==> src/rtl/iir_dbg_pkg.sv <==
package iir_dbg_pkg;
  localparam int REG_AW = 3;

  typedef enum logic [REG_AW-1:0] {
    RG_CTRL  = 3'd0,
    RG_DADDR = 3'd1,
    RG_RDLO  = 3'd2,
    RG_RDHI  = 3'd3,
    RG_WRLO  = 3'd4,
    RG_WRHI  = 3'd5,
    RG_DMA   = 3'd6,
    RG_MAC   = 3'd7
  } reg_id_e;

  localparam int CTRL_W    = 3;
  localparam int CTRL_DBG  = 0;
  localparam int CTRL_HOLD = 1;
  localparam int CTRL_SLOT = 2;
  localparam int DMA_BITS  = 2;
endpackage

==> src/rtl/iir_rc_flags.sv <==
module iir_rc_flags #(
  parameter int N = 2
) (
  input  logic         clk,
  input  logic         rst_n,
  input  logic [N-1:0] set_i,
  input  logic         clr_i,
  output logic [N-1:0] flags_o
);
  for (genvar i = 0; i < N; i++) begin : g_flag
    always_ff @(posedge clk) begin
      if (!rst_n)         flags_o[i] <= 1'b0;
      else if (set_i[i])  flags_o[i] <= 1'b1;   // event beats clearing read
      else if (clr_i)     flags_o[i] <= 1'b0;
    end
  end
endmodule

==> src/rtl/iir_evt_status.sv <==
module iir_evt_status #(
  parameter int NMAC = 4
) (
  input  logic                              clk,
  input  logic                              rst_n,
  input  logic                              slot_mode_i,
  input  logic                              evt_all_i,
  input  logic                              evt_slot_i,
  input  logic [NMAC-1:0]                   mac_exc_i,
  input  logic                              dma_rd_i,
  input  logic                              mac_rd_i,
  output logic [iir_dbg_pkg::DMA_BITS-1:0]  dma_flags_o,
  output logic [NMAC-1:0]                   mac_flags_o,
  output logic                              irq_cc_o,
  output logic                              irq_mac_o
);
  localparam int DB = iir_dbg_pkg::DMA_BITS;
  logic done;

  assign done = slot_mode_i ? evt_slot_i : evt_all_i;

  iir_rc_flags #(.N(DB)) i_dma_flags (
    .clk(clk), .rst_n(rst_n), .set_i({DB{done}}), .clr_i(dma_rd_i),
    .flags_o(dma_flags_o)
  );

  iir_rc_flags #(.N(NMAC)) i_mac_flags (
    .clk(clk), .rst_n(rst_n), .set_i(mac_exc_i), .clr_i(mac_rd_i),
    .flags_o(mac_flags_o)
  );

  assign irq_cc_o  = |dma_flags_o;
  assign irq_mac_o = |mac_flags_o;
endmodule

==> src/rtl/iir_dbg_mem_access.sv <==
module iir_dbg_mem_access #(
  parameter int WORD_AW = 11,
  parameter int DW      = 40,
  parameter int BUS_W   = 32
) (
  input  logic               clk,
  input  logic               rst_n,
  input  logic               access_on_i,
  input  logic               addr_we_i,
  input  logic               wrlo_we_i,
  input  logic               wrhi_we_i,
  input  logic [BUS_W-1:0]   wdata_i,
  input  logic [DW-1:0]      mem_rdata_i,
  output logic [WORD_AW:0]   dbg_addr_o,
  output logic [DW-1:0]      rd_word_o,
  output logic [DW-1:0]      wr_word_o,
  output logic               mem_rd_en_o,
  output logic               mem_wr_en_o,
  output logic               mem_sel_o,
  output logic [WORD_AW-1:0] mem_addr_o
);
  localparam int HI_W = DW - BUS_W;

  logic              rd_pend, wr_pend;
  logic [BUS_W-1:0]  wr_lo;
  logic [HI_W-1:0]   wr_hi;

  always_ff @(posedge clk) begin
    if (!rst_n) begin
      dbg_addr_o <= '0;
      rd_pend    <= 1'b0;
      wr_pend    <= 1'b0;
      wr_lo      <= '0;
      wr_hi      <= '0;
      rd_word_o  <= '0;
    end else begin
      rd_pend <= addr_we_i;
      wr_pend <= wrhi_we_i;
      if (addr_we_i) dbg_addr_o <= wdata_i[WORD_AW:0];
      if (wrlo_we_i) wr_lo      <= wdata_i;
      if (wrhi_we_i) wr_hi      <= wdata_i[HI_W-1:0];
      if (rd_pend)   rd_word_o  <= access_on_i ? mem_rdata_i : '0;
    end
  end

  assign wr_word_o   = {wr_hi, wr_lo};
  assign mem_rd_en_o = rd_pend & access_on_i;
  assign mem_wr_en_o = wr_pend & access_on_i;
  assign mem_sel_o   = dbg_addr_o[WORD_AW];
  assign mem_addr_o  = dbg_addr_o[WORD_AW-1:0];
endmodule

==> src/rtl/iir_dbg_stat_unit.sv <==
module iir_dbg_stat_unit #(
  parameter int WORD_AW = 11,
  parameter int DW      = 40,
  parameter int BUS_W   = 32,
  parameter int NMAC    = 4
) (
  input  logic               clk,
  input  logic               rst_n,
  input  logic               bus_valid,
  input  logic               bus_write,
  input  logic [2:0]         bus_addr,
  input  logic [BUS_W-1:0]   bus_wdata,
  output logic [BUS_W-1:0]   bus_rdata,
  output logic               bus_rvalid,
  input  logic               evt_all_ch_done,
  input  logic               evt_slot_done,
  input  logic [NMAC-1:0]    mac_exc,
  output logic               mem_rd_en,
  output logic               mem_wr_en,
  output logic               mem_sel,
  output logic [WORD_AW-1:0] mem_addr,
  output logic [DW-1:0]      mem_wdata,
  input  logic [DW-1:0]      mem_rdata,
  output logic               irq_chan_done,
  output logic               irq_mac
);
  import iir_dbg_pkg::*;

  localparam int HI_W = DW - BUS_W;

  logic [CTRL_W-1:0]   ctrl;
  logic                access_on;
  logic                wr_hit, rd_hit;
  logic [WORD_AW:0]    dbg_addr;
  logic [DW-1:0]       rd_word, wr_word;
  logic [DMA_BITS-1:0] dma_flags;
  logic [NMAC-1:0]     mac_flags;
  logic [BUS_W-1:0]    rd_mux;

  assign wr_hit    = bus_valid &  bus_write;
  assign rd_hit    = bus_valid & ~bus_write;
  assign access_on = ctrl[CTRL_DBG] & ctrl[CTRL_HOLD];

  always_ff @(posedge clk) begin
    if (!rst_n)                                ctrl <= '0;
    else if (wr_hit && bus_addr == RG_CTRL)    ctrl <= bus_wdata[CTRL_W-1:0];
  end

  iir_dbg_mem_access #(.WORD_AW(WORD_AW), .DW(DW), .BUS_W(BUS_W)) i_mem (
    .clk(clk), .rst_n(rst_n), .access_on_i(access_on),
    .addr_we_i(wr_hit && bus_addr == RG_DADDR),
    .wrlo_we_i(wr_hit && bus_addr == RG_WRLO),
    .wrhi_we_i(wr_hit && bus_addr == RG_WRHI),
    .wdata_i(bus_wdata), .mem_rdata_i(mem_rdata),
    .dbg_addr_o(dbg_addr), .rd_word_o(rd_word), .wr_word_o(wr_word),
    .mem_rd_en_o(mem_rd_en), .mem_wr_en_o(mem_wr_en),
    .mem_sel_o(mem_sel), .mem_addr_o(mem_addr)
  );

  assign mem_wdata = wr_word;

  iir_evt_status #(.NMAC(NMAC)) i_evt (
    .clk(clk), .rst_n(rst_n), .slot_mode_i(ctrl[CTRL_SLOT]),
    .evt_all_i(evt_all_ch_done), .evt_slot_i(evt_slot_done), .mac_exc_i(mac_exc),
    .dma_rd_i(rd_hit && bus_addr == RG_DMA),
    .mac_rd_i(rd_hit && bus_addr == RG_MAC),
    .dma_flags_o(dma_flags), .mac_flags_o(mac_flags),
    .irq_cc_o(irq_chan_done), .irq_mac_o(irq_mac)
  );

  always_comb begin
    rd_mux = '0;
    case (reg_id_e'(bus_addr))
      RG_CTRL:  rd_mux = BUS_W'(ctrl);
      RG_DADDR: rd_mux = BUS_W'(dbg_addr);
      RG_RDLO:  rd_mux = rd_word[BUS_W-1:0];
      RG_RDHI:  rd_mux = BUS_W'(rd_word[DW-1:BUS_W]);
      RG_WRLO:  rd_mux = wr_word[BUS_W-1:0];
      RG_WRHI:  rd_mux = BUS_W'(wr_word[BUS_W +: HI_W]);
      RG_DMA:   rd_mux = BUS_W'(dma_flags);
      RG_MAC:   rd_mux = BUS_W'(mac_flags);
      default:  rd_mux = '0;
    endcase
  end

  always_ff @(posedge clk) begin
    if (!rst_n) begin
      bus_rdata  <= '0;
      bus_rvalid <= 1'b0;
    end else begin
      bus_rvalid <= rd_hit;
      if (rd_hit) bus_rdata <= rd_mux;
    end
  end
endmodule

==> config.mk <==
export PLATFORM = sky130hd
export DESIGN_NAME = iir_dbg_stat_unit
export DESIGN_NICKNAME = d
export VERILOG_FILES = /design/src/rtl/iir_dbg_pkg.sv /design/src/rtl/iir_rc_flags.sv /design/src/rtl/iir_evt_status.sv /design/src/rtl/iir_dbg_mem_access.sv /design/src/rtl/iir_dbg_stat_unit.sv
export SDC_FILE = /design/constraint.sdc
export NUM_CORES = 1
export LEC_CHECK = 0
export BUFFER_PORTS_ARGS = -buffer_cell sky130_fd_sc_hd__buf_2
export CAP_MARGIN = 20
export CORE_MARGIN = 8
export CORE_UTILIZATION = 46
export DETAILED_ROUTE_END_ITERATION = 10
export GPL_ROUTABILITY_DRIVEN = 1
export PLACE_DENSITY = 0.8
export SYNTH_ARGS = -nofsm -noshare
export SYNTH_HDL_FRONTEND = slang
export SYNTH_SLANG_ARGS = --single-unit
==> constraint.sdc <==
create_clock -name clk -period 1.6 [get_ports clk]
set_clock_uncertainty 0.2 [all_clocks]
set_input_delay 0.32 -clock clk [delete_from_list [all_inputs] [get_ports clk]]
set_output_delay 0.32 -clock clk [all_outputs]
set_load 0.01 [all_outputs]
Word level (Yosys, flattened, before mapping):

Cells that the tools add are included.

* logic and storage cells: 50
* latch bits: 0
* memories: 0
* memory bits (read-only): 0
* input bits: 85
* bits in registers: 135
* output and inout bits: 89
* memory bits (writable): 0

* muxes and demuxes: 10
* div/mod/pow operators: 0
* shifts and indexed selects: 0
* add/subtract/negate cells: 0
* bitwise gates (word level): 6
* reductions and logical operators: 13
* order comparisons: 0
* eq/ne operators: 7
* multiply operators: 0

Operator list (count)
* $pmux 32 s8: 1
* $mux 40: 1
* $eq 3x3->1 const B: 4
* $reduce_bool 2->1: 5
* $mux 1: 8
* $eq 3x2->1 const B: 2
* $logic_and 1x1->1: 6
* $and 1x1->1: 5
* $reduce_or 4->1: 1
* $eq 3x1->1 const B: 1
* $logic_not 3->1: 1
* $not 1->1: 1

Depth between registers and ports, before layout:

Gate-level depths: netlist (run 1).

* depth after elaboration: 5
* gate-level depth with buffers: 7
* gate-level depth less buffers: 4

Cells and area by module:

A second synthesis (run 1) with hierarchy kept.

* cell total of the unflattened synthesis: 633
* area total of the unflattened synthesis: 6054.6 um^2

By module, submodules not included
* iir_dbg_mem_access: area each 3731.1 um^2, sequential area each 1881.8 um^2, instances 1, cells each 365
* iir_dbg_stat_unit: area each 2095.8 um^2, sequential area each 720.7 um^2, instances 1, cells each 247
* iir_rc_flags at i_evt.i_mac_flags: area each 135.1 um^2, sequential area each 80.1 um^2, instances 1, cells each 12
* iir_rc_flags at i_evt.i_dma_flags: area each 67.6 um^2, sequential area each 40.0 um^2, instances 1, cells each 6
* iir_evt_status: area each 25.0 um^2, sequential area each 0.0 um^2, instances 1, cells each 3

Least setup slack after synthesis (run 1):

No wires, ideal clock.

* path kind: input port to flip-flop
* start point: in bus_addr[1]
* end point: reg i_mem.wr_lo[1]
* cell stages on the path: 7
* library setup time: 0.132 ns
* data arrival time: 1.348 ns
* path buffers: 3
* required time: 1.268 ns
* slack: -0.080 ns
* path through: buf_4 > nor2b_2 > or3b_1 > buf_2 > buf_6 > nand2_1 > a21oi_1

* longest elaborated chain between the ends: 2

RTL lines
* start: declaration: RTL line iir_dbg_stat_unit.sv:11 `input logic [2:0] bus_addr,`
* $eq 3x3->1: RTL line iir_dbg_stat_unit.sv:52 `.wrlo_we_i(wr_hit && bus_addr == RG_WRLO),`
* $logic_and 1x1->1: RTL line iir_dbg_stat_unit.sv:52
* end signal: assignment: RTL line iir_dbg_mem_access.sv:40 `if (wrlo_we_i) wr_lo <= wdata_i;`
* end: declaration: RTL line iir_dbg_mem_access.sv:25 `logic [BUS_W-1:0] wr_lo;`

No other way between the ends.
A chain may end at the register's enable or synchronous reset.

Worst setup path in the final report (run 1):

* start point: reg i_evt.i_mac_flags.flags_o[3]
* end point: out irq_mac

* longest elaborated chain between the ends: 1

RTL lines
* start: declaration: RTL line iir_rc_flags.sv:8 `output logic [N-1:0] flags_o`
* start signal: indexed assignment: RTL line iir_rc_flags.sv:12 `if (!rst_n) flags_o[i] <= 1'b0;`
* start signal: indexed assignment: RTL line iir_rc_flags.sv:13 `else if (set_i[i]) flags_o[i] <= 1'b1;`
* start signal: indexed assignment: RTL line iir_rc_flags.sv:14 `else if (clr_i) flags_o[i] <= 1'b0;`
* $reduce_or 4->1: RTL line iir_evt_status.sv:33 `assign irq_mac_o = |mac_flags_o;`
* end: declaration: RTL line iir_dbg_stat_unit.sv:25 `output logic irq_mac`

No other way between the ends.

==> results of run 1 <==
-- cells in the final DEF, fill, tap and decap left out, types with 2 or more instances in the layout --
master         instances
mux2i_1               28
or3_1                  2
nand2b_1               2
buf_2                171
buf_6                  4
clkinv_4               3
inv_1                  3
a21oi_1               81
nor3_1                 2
dfxtp_2                6
nand2_1               89
mux4_2                 4
o21ai_1                5
mux2_2                 5
and2_1                20
a22oi_1               28
nand2b_4               2
a22o_1                 8
buf_4                 45
buf_12                 8
nor2b_1               43
bufinv_16              2
clkbuf_8               3
nor2_1                73
clkinv_2               5
clkbuf_16             17
dfxtp_1              129
and3_4                 2
a32o_1                 3
o2bb2ai_1              4
nand4_1                3
o21ai_0               24
dlygate4sd3_1         76
-- cells in the mapped netlist --
library cell,n
o21ai_0,24
o21ai_1,5
buf_4,3
and2_1,20
a221o_1,1
nand2_1,89
buf_2,9
a211oi_1,1
a21oi_1,81
inv_1,4
nor3b_2,1
dfxtp_1,135
o2bb2ai_1,4
o211ai_1,1
a22o_1,8
mux2i_1,28
nor2b_2,1
buf_1,1
mux2_2,5
o32a_1,1
mux4_2,4
nor3_1,2
nor2b_1,44
and3_1,2
nand3b_1,1
or4_1,1
nand3_1,1
nand4_1,3
or3_1,2
a22oi_1,28
clkbuf_1,32
nand2b_1,4
a2bb2oi_1,1
buf_6,3
or3b_1,1
nor2_1,74
a32o_1,3
-- metal layers --
| metal | track usage [%] | vias up |
|---|---|---|
| li1 | - | 2689 |
| met1 | 28.35 | 2671 |
| met2 | 39.10 | 298 |
| met3 | 6.721 | 52 |
| met4 | 9.957 | 0 |
| met5 | 0 | - |
-- registers in the layout (all words and copies together), names as in the netlist --
name / cells
i_mem.wr_pend: 1
i_mem.rd_pend: 1
ctrl: 3
i_mem.dbg_addr_o: 12
bus_rdata: 32
i_mem.wr_hi: 8
i_evt.i_dma_flags.flags_o: 1
i_mem.wr_lo: 32
i_mem.rd_word_o: 40
i_evt.i_mac_flags.flags_o: 4
bus_rvalid: 1
-- worst min-delay path: stages --
cell     delay (ps)
buf_2            80
mux2i_1          60
a21oi_1         130
-- final cells by class --
class,instances,area (µm²)
diodes,1,2.502
clock buffers,21,470.5
clock inverters,11,122.6
fillers,819,3307
inverters,4,16.27
multi-input cells,441,2549
flip-flops and latches,135,2710
well taps,143,178.9
repair buffers,304,2160
-- cell families (layout without fill, tap and decap cells) --
logic type             Yosys count  count (layout)  share of synthesized area, %
AND/OR/NAND/NOR                246             246                         20.94
AO/OA/AOI/OAI                  158             158                         17.24
flip-flops                     135             135                         49.59
buffers and inverters           52             340                         4.408
multiplexers                    37              37                         7.828
other                            0               1                             0
-- timing repair --
| item | CTS | global route |
|---|---|---|
| setup endpoints to repair | 3 | 5 |
| pin swaps | 3 | 3 |
| hold endpoints to repair | 96 | 0 |
| gates cloned | 0 | 0 |
| setup buffers | 6 | 2 |
| hold buffers | 76 | 0 |
| resized for setup | 10 | 4 |
-- power by group through the flow --
stage                     Sequential (W)  Combinational (W)  Clock, W
final                            0.00342           0.000679   0.00391
after global routing             0.00343           0.000718   0.00410
after CTS                        0.00342           0.000653   0.00391
after detailed placement         0.00350           0.000493         0
after global placement           0.00350           0.000488         0
after floorplan                  0.00350           0.000213         0
-- through the flow --
| stage | utilization [%] | cell area [µm²] | TNS [ps] | power, W |
|---|---|---|---|---|
| after global routing | 71.28 | 8209 | -433.2 | 0.008242 |
| after floorplan | - | 5484 | -123.1 | 0.003712 |
| final | 71.28 | 8209 | -347.1 | 0.008011 |
| after detailed placement | 58.55 | 6743 | -13700 | 0.003989 |
| after CTS | 70.97 | 8173 | -339.1 | 0.007988 |
| after global placement | 58.55 | 6743 | -11170 | 0.003984 |
-- final timing paths --
check                          startpoint  depth (start not counted)                           end  slack [ps]
min reg2reg                  bus_rdata[3]                          1                  bus_rdata[3]         260
max reg2reg  i_evt.i_mac_flags.flags_o[2]                          4                  bus_rdata[2]         -20
min                         evt_slot_done                          3  i_evt.i_dma_flags.flags_o[1]           2
max          i_evt.i_mac_flags.flags_o[3]                          2                       irq_mac        -320
==> key figures, run 1 <==
Global route
  • Largest net degree at the start of global routing: between 50 and 60
  • Total GRT Usage: between 20% and 30%
  • Number of global-route vias before repair: ~5600
  • Overflow after GRT: 0
  • First-pass GRT wire length: around 30000 µm
  • Initial antenna violation count: 1

Route
  • Pre-Repair DR Iteration Count: 6
  • Routed vias: 5710
  • Detailed Route Iter0 Violations: 504
  • Routed Antenna Nets: 0
  • WL per Instance: approximately 18 µm
  • Uppermost layer routed: met4
  • M1 wire length: 7815 µm
  • Drc violations: 0
  • Final WL: 19090 µm
  • Vias per inst: 5.387
  • Met3 routed WL: approximately 1500 µm
  • Met2 wire len: a little over 9000 µm

Logic synthesis
  • Synth top area share: a little under 50%
  • Post-Syn Nets: ~710
  • Sequential element share of the synthesized area: 49.59%
  • Synth cell types: 37
  • Synth Cell Area: 0.005450 mm²
  • Largest cells by area after synthesis: dfxtp_1 50%, a21oi_1 7.4%, nand2_1 6.1%, mux2i_1 5.1%, nor2_1 5.1%
  • Syn avg cell area: ~8.7 µm²
  • Largest area contributor in the synthesized netlist: dfxtp_1
  • Post-synthesis register bit count: approximately 140
  • Post-synthesis cell count: between 600 and 700
  • Yosys warning total: 0

CTS
  • Clk sinks: between 100 and 150
  • CTS Buffer Depth: 2
  • CTS Buf Count: 17
  • Clk Latency, worst-skew pair: between 400 and 500 ps
  • Clock root cell: clkbuf_16
  • H-tree levels: 4
  • Reg clk slew, reported paths: about 60 ps
  • TritonCTS clock tree: built

Floorplan
  • Initial Util: 47.33%
  • Die Span Y: 124.9 µm
  • Die footprint: approximately 0.016 mm²
  • I/O pins: 174
  • Core area: around 0.012 mm²
  • Die Wd: 124.9 µm
  • # rows: 39

Setup path
  • CP Max Fanout: 2
  • CP delay by family, top: simple AND/OR/NAND/NOR gates
  • CP required: around 1100 ps
  • Max stage delay on crit path: around 510 ps
  • CP cell instances: or4_1, buf_2
  • Critical path arrival: 1400 ps
  • Critical Path Slowest Stage Cell: or4_1
  • CP startpoint kind: register
  • Crit end category: output port
  • Setup CP Type: register to output port
  • CP Buf/Inv Count: 1

Worst hold path
  • Worst Hold Class: primary input to register

Power
  • Sw Pwr: 0.001837 W
  • Sw Ratio: a little under a quarter
  • Seq pwr share: about 43%
  • Worst VDD drop: 0.0005681 V
  • Leak pwr: 3.767 nW
  • Gate power share: under 10%
  • Clock share of power: 48.8%
  • Power Density: approximately 1000 mW/mm²
  • Pint: slightly above 0.006 W

Timing
  • Crit path time final: about 1900 ps
  • Hold Worst Slack: between 1.5 and 2 ps
  • Fin crit share: 119.8%
  • Setup violators final: 3
  • Hold Fails Final Rpt: 0
  • Max-slew violation count: 0
  • RSZ-0062 raised after global routing: yes
  • Slew of the pin with the lowest slew margin: roughly 800 ps
  • Max-Slew Margin vs Limit: 46.74%
  • Peak Freq: roughly 0.52 GHz
  • Crit path setup slack, layout: -316.9 ps

Place
  • Placement-stage worst setup slack: -250.0 ps
  • GPL Wtd Cong: 0.8275
  • DP Cell Count: roughly 940
  • Port Buf Inserts: between 150 and 200
  • DP HPWL: between 10000 and 15000 µm

Cells and area
  • Fin cells: around 1100
  • NumNets Final: 988
  • Area growth, synth to finish: 50.62%
  • Share of layout cells above drive strength 1: just over 30%

Status
  • Failing checks: setup timing
  • Status: finished with violations

Flow run
  • Max cap viols: 0
No activity file was read; power rests on OpenSTA's default activity.
==> inputs of run 2 (changes only) <==
--- a/config.mk
+++ b/config.mk
@@ -8,10 +8,12 @@
 export BUFFER_PORTS_ARGS = -buffer_cell sky130_fd_sc_hd__buf_2
 export CAP_MARGIN = 20
 export CORE_MARGIN = 8
-export CORE_UTILIZATION = 46
+export CORE_UTILIZATION = 47
+export CTS_CLUSTER_SIZE = 12
 export DETAILED_ROUTE_END_ITERATION = 10
 export GPL_ROUTABILITY_DRIVEN = 1
 export PLACE_DENSITY = 0.8
 export SYNTH_ARGS = -nofsm -noshare
 export SYNTH_HDL_FRONTEND = slang
+export SYNTH_HIERARCHICAL = 1
 export SYNTH_SLANG_ARGS = --single-unit
==> key figures, run 2 <==
Setup path
  • Crit path from: i_evt/i_mac_flags/flags_o[1] (was i_evt.i_mac_flags.flags_o[3])
  • CP required: 1080 ps (about the same)
  • Critical path arrival: 1390 ps (was 1400 ps)
  • Max stage delay on crit path: 510 ps (about the same)
  • Crit end category: output port (unchanged)
  • Setup CP Type: register to output port (unchanged)
  • Reg2reg start: ctrl[1] (was i_evt.i_mac_flags.flags_o[2])
  • CP cell instances: or4_1, buf_2 (unchanged)
  • CP startpoint kind: register (unchanged)
  • Critical Path Slowest Stage Cell: or4_1 (unchanged)
  • CP Max Fanout: 2 (unchanged)

Route
  • Routed vias: 5611 (was 5710)
  • Pre-Repair DR Iteration Count: 5 (was 6)
  • Routed Antenna Nets: 0 (unchanged)
  • Drc violations: 0 (unchanged)
  • Detailed Route Iter0 Violations: 381 (was 504)
  • WL per Instance: 17.75 µm (was 18.01 µm)
  • Final WL: 19110 µm (was 19090 µm)
  • Vias per inst: 5.210 (was 5.387)

Global route
  • Initial antenna violation count: 1 (unchanged)
  • Overflow after GRT: 0 (unchanged)
  • Total GRT Usage: 23.46% (was 23.71%)
  • Met2 usage: 39.52% (was 39.10%)
  • First-pass GRT wire length: 30860 µm (was 29830 µm)
  • Met1 Usage GRT: 27.82% (was 28.35%)
  • Met3 Track Usage GR: 6.532% (was 6.721%)
  • GR peak layer: met2 (unchanged)
  • Largest net degree at the start of global routing: 60 (was 55)
  • Number of global-route vias before repair: 5879 (was 5636)

CTS
  • Clk sinks: 136 (was 135)
  • TritonCTS clock tree: built (unchanged)
  • Reg clk slew, reported paths: 50 ps (was 60 ps)
  • Clk Latency, worst-skew pair: 420 ps (about the same)
  • CTS Buffer Depth: 2 (unchanged)
  • H-tree levels: 4 (unchanged)
  • Clock root cell: clkbuf_16 (unchanged)
  • CTS Buf Count: 17 (unchanged)

Cells and area
  • Most frequent cells in the layout: 169 x buf_2, 131 x dfxtp_1, 72 x dlygate4sd3_1 (was 171 x buf_2, 129 x dfxtp_1, 89 x nand2_1)
  • Regs by FF count: i_mem/rd_word_o x40, bus_rdata x32, i_mem/wr_lo x32 (was i_mem.rd_word_o x40, bus_rdata x32, i_mem.wr_lo x32)
  • Fill count: 957 (was 819)
  • Most common cell after layout, fill and taps aside: buf_2 (unchanged)
  • Final core utilization: 67.80% (was 71.28%)
  • Reg with most FFs: i_mem/rd_word_o (was i_mem.rd_word_o)
  • Finished Cell Area: 0.008556 mm² (was 0.008209 mm²)
  • Fin cells: 1077 (was 1060)
  • Share of layout cells above drive strength 1: 31.64% (was 30.90%)
  • Max FFs per register: 40 (unchanged)
  • Area growth, synth to finish: 41.31% (was 50.62%)
  • NumNets Final: 977 (was 988)

Flow run
  • Max cap viols: 0 (unchanged)

Floorplan
  • Die footprint: 0.01677 mm² (was 0.01559 mm²)
  • # rows: 41 (was 39)
  • Core area: 0.01262 mm² (was 0.01152 mm²)
  • Die Span Y: 129.5 µm (was 124.9 µm)
  • I/O pins: 174 (unchanged)
  • Die Wd: 129.5 µm (was 124.9 µm)
  • Initial Util: 47.98% (was 47.33%)

Timing
  • RSZ-0062 raised after global routing: yes (unchanged)
  • Setup violators final: 4 (was 3)
  • Max-slew violation count: 0 (unchanged)
  • Crit path time final: 1906 ps (was 1917 ps)
  • Slew of the pin with the lowest slew margin: 294.5 ps (was 795.9 ps)
  • Max-Slew Margin vs Limit: 79.80% (was 46.74%)
  • Hold Fails Final Rpt: 0 (unchanged)
  • Fin crit share: 119.1% (was 119.8%)
  • Crit path setup slack, layout: -306.0 ps (was -316.9 ps)
  • Peak Freq: 0.5247 GHz (was 0.5217 GHz)

Place
  • Placement Cell Area: 0.007199 mm² (was 0.006743 mm²)
  • GPL Wtd Cong: 0.9369 (was 0.8275)
  • DP HPWL: 12330 µm (was 11760 µm)
  • DP Cell Count: 967 (was 943)
  • Placement-stage worst setup slack: -178.7 ps (was -250.0 ps)
  • Port Buf Inserts: 173 (unchanged)

Logic synthesis
  • Synth Cell Area: 0.006055 mm² (was 0.005450 mm²)
  • Synth cell types: 50 (was 37)
  • Post-synthesis cell count: 633 (was 628)
  • Commonest cells in the synthesized netlist: 136 x dfxtp_1, 67 x nand2_1, 64 x mux2i_1 (was 135 x dfxtp_1, 89 x nand2_1, 81 x a21oi_1)
  • Asr flop ratio synth: 0% (unchanged)
  • Syn avg cell area: 9.565 µm² (was 8.679 µm²)
  • Yosys warning total: 6 (was 0)
  • Sequential element share of the synthesized area: 44.97% (was 49.59%)
  • Post-Syn Nets: 718 (was 713)
  • Largest area contributor in the synthesized netlist: dfxtp_1 (unchanged)
  • Synth top area share: 44.97% (was 49.59%)
  • Post-synth EDFFs: 0 (unchanged)
  • Most frequent cell after synthesis: dfxtp_1 (unchanged)
  • Top_reg_cell synth: dfxtp_1 (unchanged)
  • Largest cells by area after synthesis: dfxtp_1 45%, mux2i_1 11%, nor2b_1 6.5%, nand3b_1 5.2%, nand2_1 4.2% (was dfxtp_1 50%, a21oi_1 7.4%, nand2_1 6.1%, mux2i_1 5.1%, nor2_1 5.1%)
  • Post-synthesis register bit count: 136 (was 135)

Status
  • Status: finished with violations (unchanged)
  • Failing checks: setup timing (unchanged)

Worst hold path
  • Hold path startpoint: bus_wdata[3] (was evt_slot_done)
  • Worst Hold Class: primary input to register (unchanged)

Power
  • Leak pwr: 3.593 nW (was 3.767 nW)
  • Power Density: 924.9 mW/mm² (was 975.9 mW/mm²)
  • Worst VDD drop: 0.0006917 V (was 0.0005681 V)
[run 2: changes by cell type after synthesis, sizes merged, moves of 5 or more]
cell,before,now
a22oi,28,23
o221ai,0,5
nand2,89,68
nand3b,1,42
clkbuf,32,16
a21oi,81,6
mux2i,28,64
buf,16,48
o21a,0,6
nor2,74,6
o21ai,29,69
nor2b,45,64
a22o,8,1
and2,20,25
[run 2: layout make-up]
cell class / count / area, µm² / share of cell area [%]
multi-input combinational: 430 / 2909 / 34.00
sequential: 136 / 2729 / 31.90
timing repair buffer: 304 / 2138 / 24.99
clock buffer: 23 / 478.0 / 5.586
tap: 172 / 215.2 / 2.515
clock inverter: 8 / 72.57 / 0.8482
inverter: 3 / 11.26 / 0.1316
antenna: 1 / 2.502 / 0.02925
[run 2: cells by family after synthesis]
family	after synthesis	synth area share (%)
AO/OA/AOI/OAI	131	13.54
buffers and inverters	67	7.750
flip-flops	136	44.97
multiplexers	70	11.88
AND/OR/NAND/NOR	229	21.86
[run 2: worst max-delay path, delay by kind of cell, from the launching register on]
family / cells / cell delay (ps)
flops: 1 / 310
simple gates: 1 / 510
buf+inv: 1 / 160
[run 2: where the power goes]
group / internal, W / switching (W)
registers: 0.00343 / 0.0000336
logic: 0.000427 / 0.000370
clock network: 0.00224 / 0.00141
[run 2: path summary, 6_finish.rpt]
kind	to	slack, ps	cells past startpoint
hold reg to reg	i_mem/rd_word_o[15]	270	2
hold / removal	i_mem/dbg_addr_o[3]	20	3
setup / recovery	irq_mac	-310	2
setup reg to reg	i_mem/rd_word_o[24]	140	6
[run 2: what timing repair did]
item / in CTS / in global routing
endpoints found under the setup margin: 4 / 4
hold buffers: 72 / 0
pin swaps: 3 / 2
endpoints found under the hold margin: 79 / 0
gates resized for setup: 12 / 0
setup buffers: 5 / 1
[run 2: stage by stage]
stage	setup TNS (ps)	total power, W	hold WS (ps)
detailed placement	-8338	0.004159	260.6
CTS	-471.7	0.007929	2.271
global route	-573.8	0.008194	2.085
floorplan	-44.78	0.003884	237.5
finish	-440.8	0.007913	19.07
global placement	-6436	0.004157	257.2
[run 2: routing by layer]
layer / part of all wire (%) / vias up / wire length, µm
li1: - / 2704 / -
met1: 42 / 2674 / 8062
met2: 49 / 210 / 9449
met3: 6.8 / 23 / 1301
met4: 1.6 / 0 / 300
met5: 0 / - / 0
